`src/rtl/flash_status_gen.sv`:
```
`timescale 1ns/1ps
module flash_status_gen #(
  parameter int ADDR_W       = 8,
  parameter int SECT_W       = 2,
  parameter int CLK_KHZ      = 200000,
  parameter int WIN_US       = 80,
  parameter int PROG_PULSES  = 2,
  parameter int ERASE_PULSES = 4,
  parameter int PULSE_MAX    = 16
)(
  input  logic              clk,
  input  logic              rst_n,
  input  logic              prog_start,
  input  logic              chip_erase_start,
  input  logic              sect_erase_start,
  input  logic [ADDR_W-1:0] cmd_addr,
  input  logic [7:0]        cmd_data,
  input  logic              pulse_tick,
  input  logic              rd_en,
  input  logic [ADDR_W-1:0] rd_addr,
  output logic [7:0]        rd_data
);
  localparam int DEPTH   = 1 << ADDR_W;
  localparam int NSECT   = 1 << SECT_W;
  localparam int SECT_SH = ADDR_W - SECT_W;
  localparam int WIN_CYC = CLK_KHZ * WIN_US / 1000;
  localparam int TMR_W   = $clog2(WIN_CYC + 1);
  localparam int CNT_W   = $clog2(PULSE_MAX + ERASE_PULSES + 2);
  localparam logic [TMR_W-1:0] TMR_LAST = TMR_W'(WIN_CYC - 1);
  localparam logic [CNT_W-1:0] N_PROG   = CNT_W'(PROG_PULSES);
  localparam logic [CNT_W-1:0] N_ERASE  = CNT_W'(ERASE_PULSES);
  localparam logic [CNT_W-1:0] N_MAX    = CNT_W'(PULSE_MAX);

  typedef enum logic [2:0] {S_IDLE, S_PROG, S_LOAD, S_SERASE, S_CERASE, S_FAIL} st_t;

  st_t               st;
  logic [ADDR_W-1:0] tgt_addr;
  logic [7:0]        tgt_data;
  logic [NSECT-1:0]  sect_mask;
  logic [TMR_W-1:0]  tmr;
  logic [CNT_W-1:0]  cnt;
  logic              tgl;
  logic [7:0]        mem [DEPTH];
  logic [DEPTH-1:0]  byte_sel;

  wire busy     = st != S_IDLE;
  wire erasing  = st == S_LOAD || st == S_SERASE || st == S_CERASE;
  wire in_sel   = st == S_CERASE || sect_mask[rd_addr[ADDR_W-1 -: SECT_W]];
  wire prog_ok  = ((~mem[tgt_addr]) & tgt_data) == 8'h00;
  wire [CNT_W-1:0] cnt_nx = cnt + 1'b1;
  wire [NSECT-1:0] cmd_sel = NSECT'(1) << cmd_addr[ADDR_W-1 -: SECT_W];

  wire dq7 = erasing ? ~in_sel : ~tgt_data[7];
  wire dq5 = st == S_FAIL;
  wire dq3 = st == S_SERASE || st == S_CERASE;
  wire [7:0] status = {dq7, tgl, dq5, 1'b0, dq3, 3'b000};

  wire prog_done  = st == S_PROG && pulse_tick && prog_ok && cnt_nx == N_PROG;
  wire prog_fail  = st == S_PROG && pulse_tick && !prog_ok && cnt_nx > N_MAX;
  wire erase_done = (st == S_SERASE || st == S_CERASE) && pulse_tick && cnt_nx == N_ERASE;

  for (genvar g = 0; g < DEPTH; g++) begin : g_sel
    localparam int SG = g >> SECT_SH;
    assign byte_sel[g] = st == S_CERASE || sect_mask[SG];
  end

  always_ff @(posedge clk or negedge rst_n) begin
    if (!rst_n) begin
      st        <= S_IDLE;
      tgt_addr  <= '0;
      tgt_data  <= '0;
      sect_mask <= '0;
      tmr       <= '0;
      cnt       <= '0;
      tgl       <= 1'b0;
      rd_data   <= '0;
    end else begin
      if (rd_en) begin
        rd_data <= busy ? status : mem[rd_addr];
        if (busy) tgl <= ~tgl;
      end
      unique case (st)
        S_IDLE: begin
          cnt <= '0;
          tmr <= '0;
          if (prog_start) begin
            st       <= S_PROG;
            tgt_addr <= cmd_addr;
            tgt_data <= cmd_data;
          end else if (chip_erase_start) begin
            st <= S_CERASE;
          end else if (sect_erase_start) begin
            st        <= S_LOAD;
            sect_mask <= cmd_sel;
          end
        end
        S_PROG: begin
          if (prog_done)      st  <= S_IDLE;
          else if (prog_fail) st  <= S_FAIL;
          else if (pulse_tick) cnt <= cnt_nx;
        end
        S_LOAD: begin
          if (sect_erase_start) begin
            sect_mask <= sect_mask | cmd_sel;
            tmr       <= '0;
          end else if (tmr == TMR_LAST) begin
            st <= S_SERASE;
          end else begin
            tmr <= tmr + 1'b1;
          end
        end
        S_SERASE, S_CERASE: begin
          if (erase_done)      st  <= S_IDLE;
          else if (pulse_tick) cnt <= cnt_nx;
        end
        S_FAIL: ;
        default: st <= S_IDLE;
      endcase
    end
  end

  always_ff @(posedge clk)
    for (int i = 0; i < DEPTH; i++)
      if (erase_done && byte_sel[i[ADDR_W-1:0]])
        mem[i[ADDR_W-1:0]] <= 8'hFF;
      else if (prog_done && tgt_addr == i[ADDR_W-1:0])
        mem[i[ADDR_W-1:0]] <= tgt_data;

  a_r6_fail_sticky: assert property (@(posedge clk) disable iff (!rst_n)
    st == S_FAIL |=> st == S_FAIL);

  a_r2_prog_poll: assert property (@(posedge clk) disable iff (!rst_n)
    (rd_en && st == S_PROG) |=> rd_data[7] == ~tgt_data[7]);

  a_r4_toggle_flips: assert property (@(posedge clk) disable iff (!rst_n)
    (rd_en && busy) |=> tgl != $past(tgl));

  a_r8_late_ignored: assert property (@(posedge clk) disable iff (!rst_n)
    (st == S_SERASE && sect_erase_start) |=> $stable(sect_mask));

  a_r7_window_bound: assert property (@(posedge clk) disable iff (!rst_n)
    st == S_LOAD |-> tmr <= TMR_LAST);

  a_r10_busy_ignores: assert property (@(posedge clk) disable iff (!rst_n)
    (st == S_PROG && !pulse_tick) |=> st == S_PROG && $stable(tgt_addr) && $stable(tgt_data));

  a_r11_zero_bits: assert property (@(posedge clk) disable iff (!rst_n)
    (rd_en && busy) |=> rd_data[4] == 1'b0 && rd_data[2:0] == 3'b000);

  a_r11_hold: assert property (@(posedge clk) disable iff (!rst_n)
    !rd_en |=> $stable(rd_data));
endmodule

```
`config.mk`:
```
export PLATFORM = sky130hd
export DESIGN_NAME = flash_status_gen
export DESIGN_NICKNAME = d
export VERILOG_FILES = /design/src/rtl/flash_status_gen.sv
export SDC_FILE = /design/constraint.sdc
export NUM_CORES = 2
export LEC_CHECK = 0
export CELL_PAD_IN_SITES_DETAIL_PLACEMENT = 1
export CELL_PAD_IN_SITES_GLOBAL_PLACEMENT = 2
export CORE_MARGIN = 2
export CORE_UTILIZATION = 51
export CTS_CLUSTER_DIAMETER = 100
export DETAILED_ROUTE_END_ITERATION = 10
export GPL_TIMING_DRIVEN = 1
export PLACE_DENSITY_LB_ADDON = 0.1
export SLEW_MARGIN = 20
export SYNTH_ARGS = -nofsm -noshare
export SYNTH_HDL_FRONTEND = slang
export SYNTH_SLANG_ARGS = --single-unit
```
`constraint.sdc`:
```
create_clock -name clk -period 11.45 [get_ports clk]
set_clock_uncertainty 0.1 [all_clocks]
set_input_delay 1.7175 -clock clk [delete_from_list [all_inputs] [get_ports clk]]
set_output_delay 1.7175 -clock clk [all_outputs]
set_load 0.05 [all_outputs]
```
After elaboration in Yosys (flattened, before gate mapping)
Memories as Yosys holds them, arrays and structs flattened.
Cells that the tools add are included.
Storage, ports and cells
  output and inout port bits: 8
  input port bits: 31
  memories kept: 1
  flip-flop bits (word level): 51
  memory bits (writable): 2048
  logic and storage cells: 1900
Cells by class
  bitwise gates (word level): 263
  reductions and logical operators: 289
  muxes and demuxes: 1058
  shift operators: 1
  magnitude comparators: 2
  $add $sub $neg: 2
  eq/ne operators: 276
Memory list
  mem: words 256, bits a word 8, rd ports 2, clocked after memory_dff 0, write ports 256, line 43  | logic [7:0] mem [DEPTH];
Operator list (count)
  8-bit 2-to-1 mux: 257
  8-bit == test (second input constant): 128
  1-bit 2-to-1 mux: 778
  8-bit by 7-bit == test with 1-bit output (second input constant): 64
  1-bit logical AND: 267
  8-bit by 6-bit == test with 1-bit output (second input constant): 32
  1-bit bitwise OR: 256
  8-bit by 5-bit == test with 1-bit output (second input constant): 16
  8-bit by 4-bit == test with 1-bit output (second input constant): 8
  8-bit by 3-bit == test with 1-bit output (second input constant): 4
  14-bit 2-to-1 mux: 2
  14-bit case mux with 2 select lines: 1
  3-bit 2-to-1 mux: 8
  5-bit 2-to-1 mux: 4
  2-bit != test (second input constant): 9
  8-bit by 2-bit == test with 1-bit output (second input constant): 2
  8-bit zero test: 2
  4-bit 2-to-1 mux: 4
  3-bit case mux with 5 select lines: 1
  5-bit case mux with 3 select lines: 1
  14-bit by 1-bit adder with 14-bit output (second input constant): 1
  14-bit == test (second input constant): 1
  8-bit AND: 1
  8-bit by 1-bit == test with 1-bit output (second input constant): 1
  other kinds (27): 43

Logic depth before layout (Yosys ltp)
An unclocked memory read counts as a cell.
  depth after elaboration: 11
  gate-level depth with buffers: 19
  depth with buffers taken out: 11

Least setup slack after synthesis
OpenSTA, ideal clock, no wires.
  path kind: input-to-reg
  start point: input port rd_addr[0]
  end point: register rd_data[4]
  path buffers: 5
  slack: 6.129 ns
  stages: 12
  data arrival time: 5.086 ns
  required time: 11.215 ns
  library setup time: 0.135 ns
  cell sequence: buf_2 > buf_2 > buf_2 > buf_2 > buf_1 > mux4_2 > mux4_2 > mux4_2 > mux2i_1 > nor2_1 > a21oi_1 > o22ai_1
On the way
  longest elaborated chain between the ends: 2
RTL lines
  start: declaration: line 20  | input logic [ADDR_W-1:0] rd_addr,
  memory read 256 x 8 bit
  8-bit 2-to-1 mux: line 79  | rd_data <= busy ? status : mem[rd_addr];
  end signal: assignment: line 79
  end: declaration: line 21  | output logic [7:0] rd_data
Every way passes these cells.
A chain may end at the register's enable or synchronous reset.

==> results_dict.tcl <==
set metrics [dict create \
    ir_drop_mv 0.232 \
    netlist_top_cells_area "edfxtp_1 56%, mux4_2 23%, nand2_1 7.5%" \
    synth_top_area_cell "edfxtp_1" \
    start_util_pct 51.4 \
    die_h_um 470 \
    ant_nets 0 \
    netlist_top_cells_count "2,204 x nand2_1, 2,048 x edfxtp_1, 1,108 x mux4_2" \
    numCtsBuffers 227 \
    pre_cts_slack_ns 3.35 \
    r2r-end "mem[135][2]$_SDFFCE_PN1P_" \
    synth_most_common_cell "nand2_1" \
    p_per_area_mw_per_mm2 183 \
    critPathMaxFanout 41 \
    num_vias 77012 \
    final_nets 7503 \
    hp-class "reg2reg" \
    gp_congestion 0.967 \
    overflow 0 \
    antenna_found_initial 43 \
    worst_pin_slew_ns 1.36 \
    cts_root_buf "clkbuf_16" \
    ys_ff_latch 2099 \
    required_ns 11.94 \
    layout-drive-gt1-share_pct 26.9 \
    post-route-util_pct 56.2 \
    routed_wirelength_um 461000 \
    drtPass1Iterations 6 \
    syn_area_per_cell_um2 14.6 \
    hold_end "tgl$_DFFE_PN0P_" \
    holdCritStartpoint "tgl$_DFFE_PN0P_" \
    critPathKind "reg2reg" \
    timing.fmax_mhz 114 \
    worst_path_largest_cell_delay_ns 1.15 \
    clock_path_buffers 3 \
    insertion_delay_ns 0.90 \
    slew_headroom_pct 9.24 \
    hold_violations 0 \
    coreArea_mm2 0.215 \
    leakage_nw 41.8 \
    grt_max_degree 98 \
    synth_flop_cell "edfxtp_1" \
    cts_sinks 2099 \
    worstRegToRegCells 11 \
    setup_tns_ns 0 \
    placed_cell_area_mm2 0.113 \
    cts_resized 0 \
    r2r-start "tgt_addr[5]$_DFFE_PN0P_" \
    synth_cell_types 82 \
    grt_first_pass_wirelength_um 633000 \
    grtUsageTotal_pct 41.6 \
    worst_slack_ns 2.67 \
    first_global_vias 76240 \
    synth_edf_count 2048 \
    fin_area_mm2 0.121 \
    h-tree-depth 4 \
    syn_area_mm2 0.111 \
    worst_path_max_delay_cell "nor2_4" \
    reg2reg_slack_ns 2.67 \
    final-max-slew-violation-count 0 \
    cts_hold_buf 0 \
    whs_path_depth 1 \
    synth_top_area_share_pct 55.6 \
    fin_crit_ns 8.78 \
    cts_setup_buffers 0 \
    pin_count 39 \
    cts.clk_slew.worst_paths_ns 0.06 \
    rsz0062_at_grt "no" \
    setup_viol 0 \
    dieArea_mm2 0.221 \
    viasPerCell 7.32 \
    num_rows 170 \
    area_growth_pct 9.23 \
    maxCapViolCount 0 \
    dp_hpwl_um 301000 \
    cts_tree "done" \
    async_flop_share_pct 2.43 \
    ys_warn_count 0 \
    syn-num-nets 7620 \
    remaining_drc_errors 0 \
    cp.arrival_ns 9.27 \
    drt_iter0_markers 13527 \
    fillCellCount 19971 \
    crit_path_start_kind "register" \
    post_drt_wl_per_cell_um 43.8 \
    path_cells "buf_4 -> and2_1 -> nand2_1 -> o311ai_1 -> a211oi_1 -> o311ai_0 -> o2111a_4 -> nand4b_4 -> nor2_4 -> buf_4 -> nand2_1" \
    netlist_instances 7585 \
    end_kind "register" \
    run_status "completed" \
    min_period_over_period_pct 76.7 \
    yosysSeqAreaShare_pct 56.8 \
    port_buffers 38 \
    die_w_um 470 \
]
## cell families (layout without fill, tap and decap cells)
kind of cell    Yosys count  count (layout)  share of synthesized area (%)
flops                  2099            2099                           56.8
compound gates          617             617                           3.54
xor+xnor                 14              14                          0.111
buf+inv                 813             889                           4.65
other cells               0              17                              0
mux                    1415            1415                           25.4
fa+ha+maj                 4               4                         0.0453
simple gates           2623            2623                           9.47
## power breakdown
part,switching [W],internal [W],leakage [nW]
clock network,0.00321,0.00425,3.59
registers,0.000312,0.00837,24.9
logic,0.00439,0.00160,13.3
## routing by layer
| layer | global-route usage (%) | routed length [um] | part of all wire, % | vias to the layer above |
|---|---|---|---|---|
| met4 | 23.2 | 30600 | 6.7 | 32 |
| met5 | 0 | 200 | 0.043 | - |
| met1 | 55.5 | 162000 | 35 | 40718 |
| met2 | 61.6 | 204000 | 44 | 6102 |
| met3 | 12.2 | 63100 | 14 | 1218 |
| li1 | - | - | - | 28942 |
## state kept, by name, indices dropped and copies added (netlist names)
name	cells
cnt	5
mem	2048
rd_data	8
sect_mask	4
st	3
tgl	1
tgt_addr	8
tgt_data	8
tmr	14
## metrics by stage
stage | hold WS [ns] | instances | total power (W)
final | 0.375 | 10516 | 0.0221
after global routing | 0.401 | 10505 | 0.0224
after CTS | 0.377 | 10499 | 0.0218
after detailed placement | 0.370 | 10077 | 0.0145
after global placement | 0.362 | 10073 | 0.0144
after floorplan | 0.345 | 7585 | 0.0121
## cells in the final DEF (no fill, tap or decap), drive strengths merged, types with 5 or more instances in the layout
cell type         n
dfrtp            51
nand3            58
and2             11
o211ai           10
mux4           1108
nand4b            6
bufinv           23
a22o             18
nand4            17
nand2b           20
clkbuf          299
nor4              5
mux2i           256
o21ai           293
o2111ai           7
nand2          2204
diode            17
a211oi           20
a31oi            13
and3             11
nor2b            27
inv              20
a21oi            43
xor2             11
or3               6
nor2            208
mux2             51
nor3b             5
a41oi             5
a22oi           123
a221oi           24
a311oi            8
o221ai            5
clkinv           89
nor3             25
o22ai            16
clkdlybuf4s50    31
edfxtp         2048
buf             423
## area by class of cell
class / instances / area [um2] / area share [%]
Sequential cell: 2099 / 62800 / 52.0
Multi-Input combinational cell: 4673 / 43100 / 35.7
Clock buffer: 299 / 6120 / 5.07
Timing Repair Buffer: 454 / 3830 / 3.18
Tap cell: 2838 / 3550 / 2.94
Clock inverter: 123 / 1220 / 1.01
Inverter: 13 / 48.8 / 0.0404
Antenna cell: 17 / 42.5 / 0.0352
## worst max-delay path by stage
stage                            startpoint                   endpoint  slack [ns]  cells past startpoint
CTS                 tgt_addr[5]$_DFFE_PN0P_  mem[167][1]$_SDFFCE_PN1P_        3.31                     11
floorplan                        rd_addr[0]     rd_data[4]$_DFFE_PN0P_        6.13                     12
global placement    tgt_addr[5]$_DFFE_PN0P_  mem[231][0]$_SDFFCE_PN1P_        3.19                     11
detailed placement  tgt_addr[5]$_DFFE_PN0P_  mem[167][1]$_SDFFCE_PN1P_        3.35                     12
global route        tgt_addr[5]$_DFFE_PN0P_  mem[135][2]$_SDFFCE_PN1P_        2.90                     11
finish              tgt_addr[5]$_DFFE_PN0P_  mem[135][2]$_SDFFCE_PN1P_        2.67                     11
## worst max-delay path, delay by kind of cell, from the launching register on
family                 cells  cell delay (ns)
and+or+nand+nor            5             3.91
AOI/OAI and AO/OA          4             2.07
buffers and inverters      2             1.33
DFF                        1             0.70
(Power assumes the default switching activity.)
